**src/rtl/gpio_bus_pkg.sv**
```systemverilog
package gpio_bus_pkg;

    typedef enum logic [1:0] {
        SLOT_OUT  = 2'b00,
        SLOT_DIR  = 2'b01,
        SLOT_PIN  = 2'b10,
        SLOT_NONE = 2'b11
    } slot_e;

    typedef enum logic [1:0] {
        SZ_BYTE = 2'b00,
        SZ_HALF = 2'b01,
        SZ_WORD = 2'b10,
        SZ_BAD  = 2'b11
    } size_e;

    typedef struct packed {
        logic  err;
        logic  wr_en;
        logic  rd_en;
        slot_e slot;
    } access_s;

    function automatic logic slot_readable(slot_e s);
        return (s == SLOT_DIR) || (s == SLOT_PIN);
    endfunction

    function automatic logic slot_writable(slot_e s);
        return (s == SLOT_OUT) || (s == SLOT_DIR);
    endfunction

endpackage

```
**src/rtl/gpio_bus_decode.sv**
```systemverilog
module gpio_bus_decode
    import gpio_bus_pkg::*;
(
    input  logic        cs_n,
    input  logic [1:0]  addr,
    input  logic [1:0]  size,
    input  logic        wr,
    output access_s     acc
);
    slot_e slot;
    logic  sel;
    logic  size_bad;
    logic  dir_bad;

    always_comb begin
        slot     = slot_e'(addr);
        sel      = ~cs_n;
        size_bad = (size_e'(size) != SZ_WORD);
        dir_bad  = wr ? ~slot_writable(slot) : ~slot_readable(slot);

        acc.slot  = slot;
        acc.err   = sel & (size_bad | dir_bad);
        acc.wr_en = sel & wr & ~(size_bad | dir_bad);
        acc.rd_en = sel & ~wr & slot_readable(slot);
    end
endmodule

```
**src/rtl/gpio_bus_regs.sv**
```systemverilog
module gpio_bus_regs
    import gpio_bus_pkg::*;
#(
    parameter int PORT_W = 8
) (
    input  logic              clk,
    input  logic              rst,
    input  access_s           acc,
    input  logic [PORT_W-1:0] wbyte,
    input  logic [PORT_W-1:0] pins,
    output logic [PORT_W-1:0] out_q,
    output logic [PORT_W-1:0] dir_q,
    output logic [PORT_W-1:0] pin_q
);
    always_ff @(negedge clk) begin
        if (rst) begin
            out_q <= '0;
            dir_q <= '0;
        end else if (acc.wr_en) begin
            if (acc.slot == SLOT_OUT) out_q <= wbyte;
            if (acc.slot == SLOT_DIR) dir_q <= wbyte;
        end
    end

    always_ff @(negedge clk) begin
        pin_q <= pins;
    end
endmodule

```
**src/rtl/gpio_bus_rdmux.sv**
```systemverilog
module gpio_bus_rdmux
    import gpio_bus_pkg::*;
#(
    parameter int DATA_W = 32,
    parameter int PORT_W = 8
) (
    input  logic              clk,
    input  access_s           acc,
    input  logic [PORT_W-1:0] dir_q,
    input  logic [PORT_W-1:0] pin_q,
    output logic [DATA_W-1:0] rdata,
    output logic [DATA_W-1:0] rdata_oe
);
    localparam int PAD_W = DATA_W - PORT_W;

    logic              drive;
    logic [PORT_W-1:0] sel_byte;

    always_comb begin
        drive    = clk & acc.rd_en;
        sel_byte = (acc.slot == SLOT_PIN) ? pin_q : dir_q;
        rdata    = '0;
        rdata_oe = '0;
        if (drive) begin
            rdata    = {{PAD_W{1'b0}}, sel_byte};
            rdata_oe = {{PAD_W{1'b0}}, {PORT_W{1'b1}}};
        end
    end
endmodule

```
**src/rtl/gpio_bus_port.sv**
```systemverilog
module gpio_bus_port
    import gpio_bus_pkg::*;
#(
    parameter int DATA_W = 32,
    parameter int PORT_W = 8
) (
    input  logic              clk,
    input  logic              rst,
    input  logic              cs_n,
    input  logic [1:0]        addr,
    input  logic [1:0]        size,
    input  logic              wr,
    input  logic [DATA_W-1:0] wdata,
    output logic [DATA_W-1:0] rdata,
    output logic [DATA_W-1:0] rdata_oe,
    output logic              err,
    output logic [PORT_W-1:0] gpio_out,
    output logic [PORT_W-1:0] gpio_dir,
    input  logic [PORT_W-1:0] gpio_in
);
    access_s           acc;
    logic [PORT_W-1:0] pin_q;

    gpio_bus_decode u_dec (
        .cs_n (cs_n),
        .addr (addr),
        .size (size),
        .wr   (wr),
        .acc  (acc)
    );

    gpio_bus_regs #(.PORT_W(PORT_W)) u_regs (
        .clk   (clk),
        .rst   (rst),
        .acc   (acc),
        .wbyte (wdata[PORT_W-1:0]),
        .pins  (gpio_in),
        .out_q (gpio_out),
        .dir_q (gpio_dir),
        .pin_q (pin_q)
    );

    gpio_bus_rdmux #(.DATA_W(DATA_W), .PORT_W(PORT_W)) u_rd (
        .clk      (clk),
        .acc      (acc),
        .dir_q    (gpio_dir),
        .pin_q    (pin_q),
        .rdata    (rdata),
        .rdata_oe (rdata_oe)
    );

    assign err = acc.err;
endmodule

```
**config.mk**
```make
export PLATFORM = sky130hd
export DESIGN_NAME = gpio_bus_port
export DESIGN_NICKNAME = d
export VERILOG_FILES = /design/src/rtl/gpio_bus_pkg.sv /design/src/rtl/gpio_bus_decode.sv /design/src/rtl/gpio_bus_regs.sv /design/src/rtl/gpio_bus_rdmux.sv /design/src/rtl/gpio_bus_port.sv
export SDC_FILE = /design/constraint.sdc
export NUM_CORES = 1
export LEC_CHECK = 0
export ABC_AREA = 1
export BUFFER_PORTS_ARGS = -buffer_cell sky130_fd_sc_hd__buf_2
export CORE_MARGIN = 4
export CORE_UTILIZATION = 38
export DETAILED_ROUTE_END_ITERATION = 12
export PLACE_DENSITY_LB_ADDON = 0.15
export RECOVER_POWER = 25
export SLEW_MARGIN = 20
export SYNTH_ARGS = -nofsm -noshare
export SYNTH_HDL_FRONTEND = slang
export SYNTH_SLANG_ARGS = --single-unit
```
**constraint.sdc**
```tcl
create_clock -name clk -period 3 [get_ports clk]
set_clock_uncertainty 0.2 [all_clocks]
set_input_delay 0.6 -clock clk [delete_from_list [all_inputs] [get_ports clk]]
set_output_delay 0.6 -clock clk [all_outputs]
set_load 0.01 [all_outputs]
```
==> load_flow_metrics.sql <==
INSERT INTO impl_metrics (metric_group, metric, value, unit) VALUES
('run_status', 'outcome', 'finished with violations', ''),
('run_status', 'violations', 'setup timing', ''),
('flow_run', 'max_cap_viol_count', '0', ''),
('sta', 'finalMaxSlewViolations', '0', ''),
('worst_setup_path', 'timing.critical_path.slowest_cell_delay', '0.33', 'ns'),
('final_layout', 'finish.cell_count_without_fillers', '376', ''),
('clock_network', 'tritoncts_clock_tree', 'done', ''),
('worst_setup_path', 'biggest_fanout_along_the_worst_timing_path', '2', ''),
('grt', 'grt_overflow', '0', ''),
('logic_synthesis', 'post_synth_instance_area', '0.00151', 'mm^2'),
('floorplanning', 'design.portCount', '129', ''),
('routing', 'drt-pass1-iter-count', '4', ''),
('power_and_ir_drop', 'vdd_drop_max', '0.000231', 'V'),
('hold_path', 'worstHoldPathType', 'reg2reg', ''),
('routing', 'routedWlPerCell', '9.97', 'um'),
('sta', 'timing.setup.tns', '-7.28', 'ns'),
('sta', 'setup_ws', '-0.498', 'ns'),
('worst_setup_path', 'worstReg2RegStart', 'u_regs.dir_q[3]', ''),
('hold_path', 'holdPathEnd', 'u_regs.out_q[0]', ''),
('logic_synthesis', 'synth.lib_cells_used.distinct', '15', ''),
('sta', 'finalHoldViolCount', '0', ''),
('worst_setup_path', 'crit_path_cell_trace', 'inv_2 -> nor2_1 -> a21oi_1 -> nor2_1 -> buf_2', ''),
('hold_path', 'hold_path.startpoint', 'u_regs.out_q[0]', ''),
('logic_synthesis', 'seq_area_frac_synth', '31.9', '%'),
('logic_synthesis', 'yosys_register_bits', '24', ''),
('worst_setup_path', 'ff2ff_path_depth', '7', ''),
('placement', 'io_buffers', '56', ''),
('grt', 'track_usage', '15.0', '%'),
('logic_synthesis', 'netlist_top_cells_area', 'sky130_fd_sc_hd__dfxtp_1 (32%), sky130_fd_sc_hd__buf_4 (28%), sky130_fd_sc_hd__nor2_1 (12%)', ''),
('placement', 'hpwlAfterDp', '2450', 'um'),
('routing', 'drc', '0', ''),
('worst_setup_path', 'critPathRequiredTime', '2.20', 'ns'),
('grt', 'wire_length_of_the_first_global_routing_pass', '5780', 'um'),
('power_and_ir_drop', 'design_power_total', '0.000973', 'W'),
('floorplanning', 'die_height', '71.0', 'um'),
('placement', 'placed_cells_incl_taps', '323', ''),
('logic_synthesis', 'mean_instance_size_in_the_synthesized_netlist', '7.15', 'um^2'),
('worst_setup_path', 'critical-path-top-cell-by-count', 'sky130_fd_sc_hd__nor2_1', ''),
('logic_synthesis', 'yosys_warnings', '0', ''),
('clock_network', 'worstSkewPairLatency', '0.45', 'ns'),
('routing', 'drtAntennaViolNets', '0', ''),
('floorplanning', 'floorplan.initialDensity', '40.3', '%'),
('logic_synthesis', 'synth_top_area_share', '31.9', '%'),
('worst_setup_path', 'critPathTopFamily', 'flip-flops', ''),
('final_layout', 'most-common-layout-cells', 'sky130_fd_sc_hd__conb_1 (48), sky130_fd_sc_hd__nor2_1 (44), sky130_fd_sc_hd__inv_1 (37), sky130_fd_sc_hd__nand2_1 (31), sky130_fd_sc_hd__buf_2 (30)', ''),
('power_and_ir_drop', 'p_per_area', '408', 'mW/mm^2'),
('worst_setup_path', 'crit-reg2reg-capture', 'u_regs.dir_q[3]', ''),
('sta', 'setup_violations', '33', ''),
('power_and_ir_drop', 'static-leakage-power', '1.38', 'nW'),
('logic_synthesis', 'netlist_instances', '211', ''),
('floorplanning', 'fp-row-count', '22', ''),
('worst_setup_path', 'end_kind', 'primary output', ''),
('final_layout', 'layout-drive-gt1-share', '45.4', '%'),
('worst_setup_path', 'critical_path_arrival', '2.70', 'ns'),
('grt', 'first_global_vias', '1524', ''),
('final_layout', 'antennaDiodeCount', '0', ''),
('final_layout', 'syn2layout_area_growth', '58.3', '%'),
('floorplanning', 'fp.dieArea', '0.00504', 'mm^2'),
('grt', 'grt_antenna_before_repair', '0', ''),
('worst_setup_path', 'ff2ff_setup_slack', '1.82', 'ns'),
('routing', 'detail_route.iter0.violations', '60', ''),
('routing', 'detail_route.wirelength', '3750', 'um'),
('hold_path', 'worstHoldPathCells', '4', ''),
('routing', 'detailroute.via_count', '1506', ''),
('worst_setup_path', 'crit_start', 'u_regs.dir_q[3]', ''),
('final_layout', 'layout.cells.most_common', 'sky130_fd_sc_hd__conb_1', ''),
('worst_setup_path', 'critical_path_class', 'reg2out', ''),
('sta', 'grt_setup_unrepaired', 'true', ''),
('floorplanning', 'die_w', '71.0', 'um'),
('worst_setup_path', 'critical_path_buf_inv_count', '2', ''),
('logic_synthesis', 'synth.largest_area_cell', 'sky130_fd_sc_hd__dfxtp_1', '');
-- synthesized netlist by cell type --
cell / instances
sky130_fd_sc_hd__dfxtp_1: 24
sky130_fd_sc_hd__nor3_1: 1
sky130_fd_sc_hd__nor2_1: 50
sky130_fd_sc_hd__buf_2: 1
sky130_fd_sc_hd__nand2_1: 35
sky130_fd_sc_hd__a21oi_1: 9
sky130_fd_sc_hd__buf_4: 56
sky130_fd_sc_hd__nand4_4: 2
sky130_fd_sc_hd__buf_6: 2
sky130_fd_sc_hd__clkbuf_1: 1
sky130_fd_sc_hd__nor2_4: 2
sky130_fd_sc_hd__inv_1: 23
sky130_fd_sc_hd__conb_1: 1
sky130_fd_sc_hd__ha_1: 3
sky130_fd_sc_hd__clkbuf_8: 1
-- area by class of cell --
type | count | area [um^2]
Clock buffer | 27 | 279
Timing Repair Buffer | 71 | 573
Clock inverter | 33 | 125
Multi-Input combinational cell | 152 | 753
Sequential cell | 24 | 500
Fill cell | 353 | 1360
Inverter | 21 | 96.3
Tap cell | 48 | 60.1
-- timing repair --
action,4_1_cts,5_1_grt
endpoints found under the setup margin,57,48
hold buffers,0,0
gates cloned,1,1
gates resized for setup,64,9
pin swaps,15,12
buffers inserted,8,4
-- worst min-delay path: cells and delay by family, from the launching register on --
| kind | cells | cell delay [ns] |
|---|---|---|
| buffers and inverters | 1 | 0.04 |
| DFF | 1 | 0.32 |
| and+or+nand+nor | 3 | 0.12 |
-- logic make-up (layout without fill, tap and decap cells) --
| group | Yosys count | after routing | share of synthesized area (%) |
|---|---|---|---|
| AOI/OAI and AO/OA | 9 | 9 | 2.99 |
| buffers and inverters | 84 | 152 | 36.6 |
| adders and majority gates | 3 | 3 | 2.49 |
| other | 1 | 48 | 0.249 |
| and+or+nand+nor | 90 | 92 | 25.8 |
| DFF | 24 | 24 | 31.9 |
-- sequential cells by signal, indices dropped and copies added (netlist names) --
signal / count
u_regs.out_q: 8
u_regs.dir_q: 8
u_regs.pin_q: 8
-- how the worst max path moves through the flow --
stage                           end  depth (start not counted)
finish                     rdata[3]                          5
global route               rdata[3]                          5
CTS                        rdata[3]                          5
detailed placement  u_regs.out_q[6]                          8
global placement    u_regs.dir_q[1]                          8
floorplan           u_regs.dir_q[0]                          8
-- metal layers --
layer  wire [um]  track usage [%]  vias to the layer above
li1            -                -                      758
met1        1490             13.8                      650
met2        1730             19.4                       86
met3         411             9.80                       12
met4         116             19.8                        0
met5           0                0                        -
-- per-stage QoR --
step / worst slack [ns] / utilization (%) / area (um^2) / hold WS [ns]
final: -0.498 / 63.8 / 2390 / 0.316
after global routing: -0.604 / 63.8 / 2390 / 0.346
after CTS: -0.513 / 62.2 / 2330 / 0.321
after detailed placement: -0.559 / 47.4 / 1770 / 0.304
after global placement: -0.534 / 47.4 / 1770 / 0.299
after floorplan: -0.266 / - / 1730 / 0.333
-- power breakdown --
part | switching [W] | leakage, nW | internal, W | total [W]
clock network | 0.000257 | 0.325 | 0.000262 | 0.000519
registers | 0.00000276 | 0.205 | 0.000329 | 0.000332
logic | 0.0000744 | 0.852 | 0.0000479 | 0.000122
total | 0.000335 | 1.38 | 0.000639 | 0.000973
No activity file was read; power rests on OpenSTA's default activity.
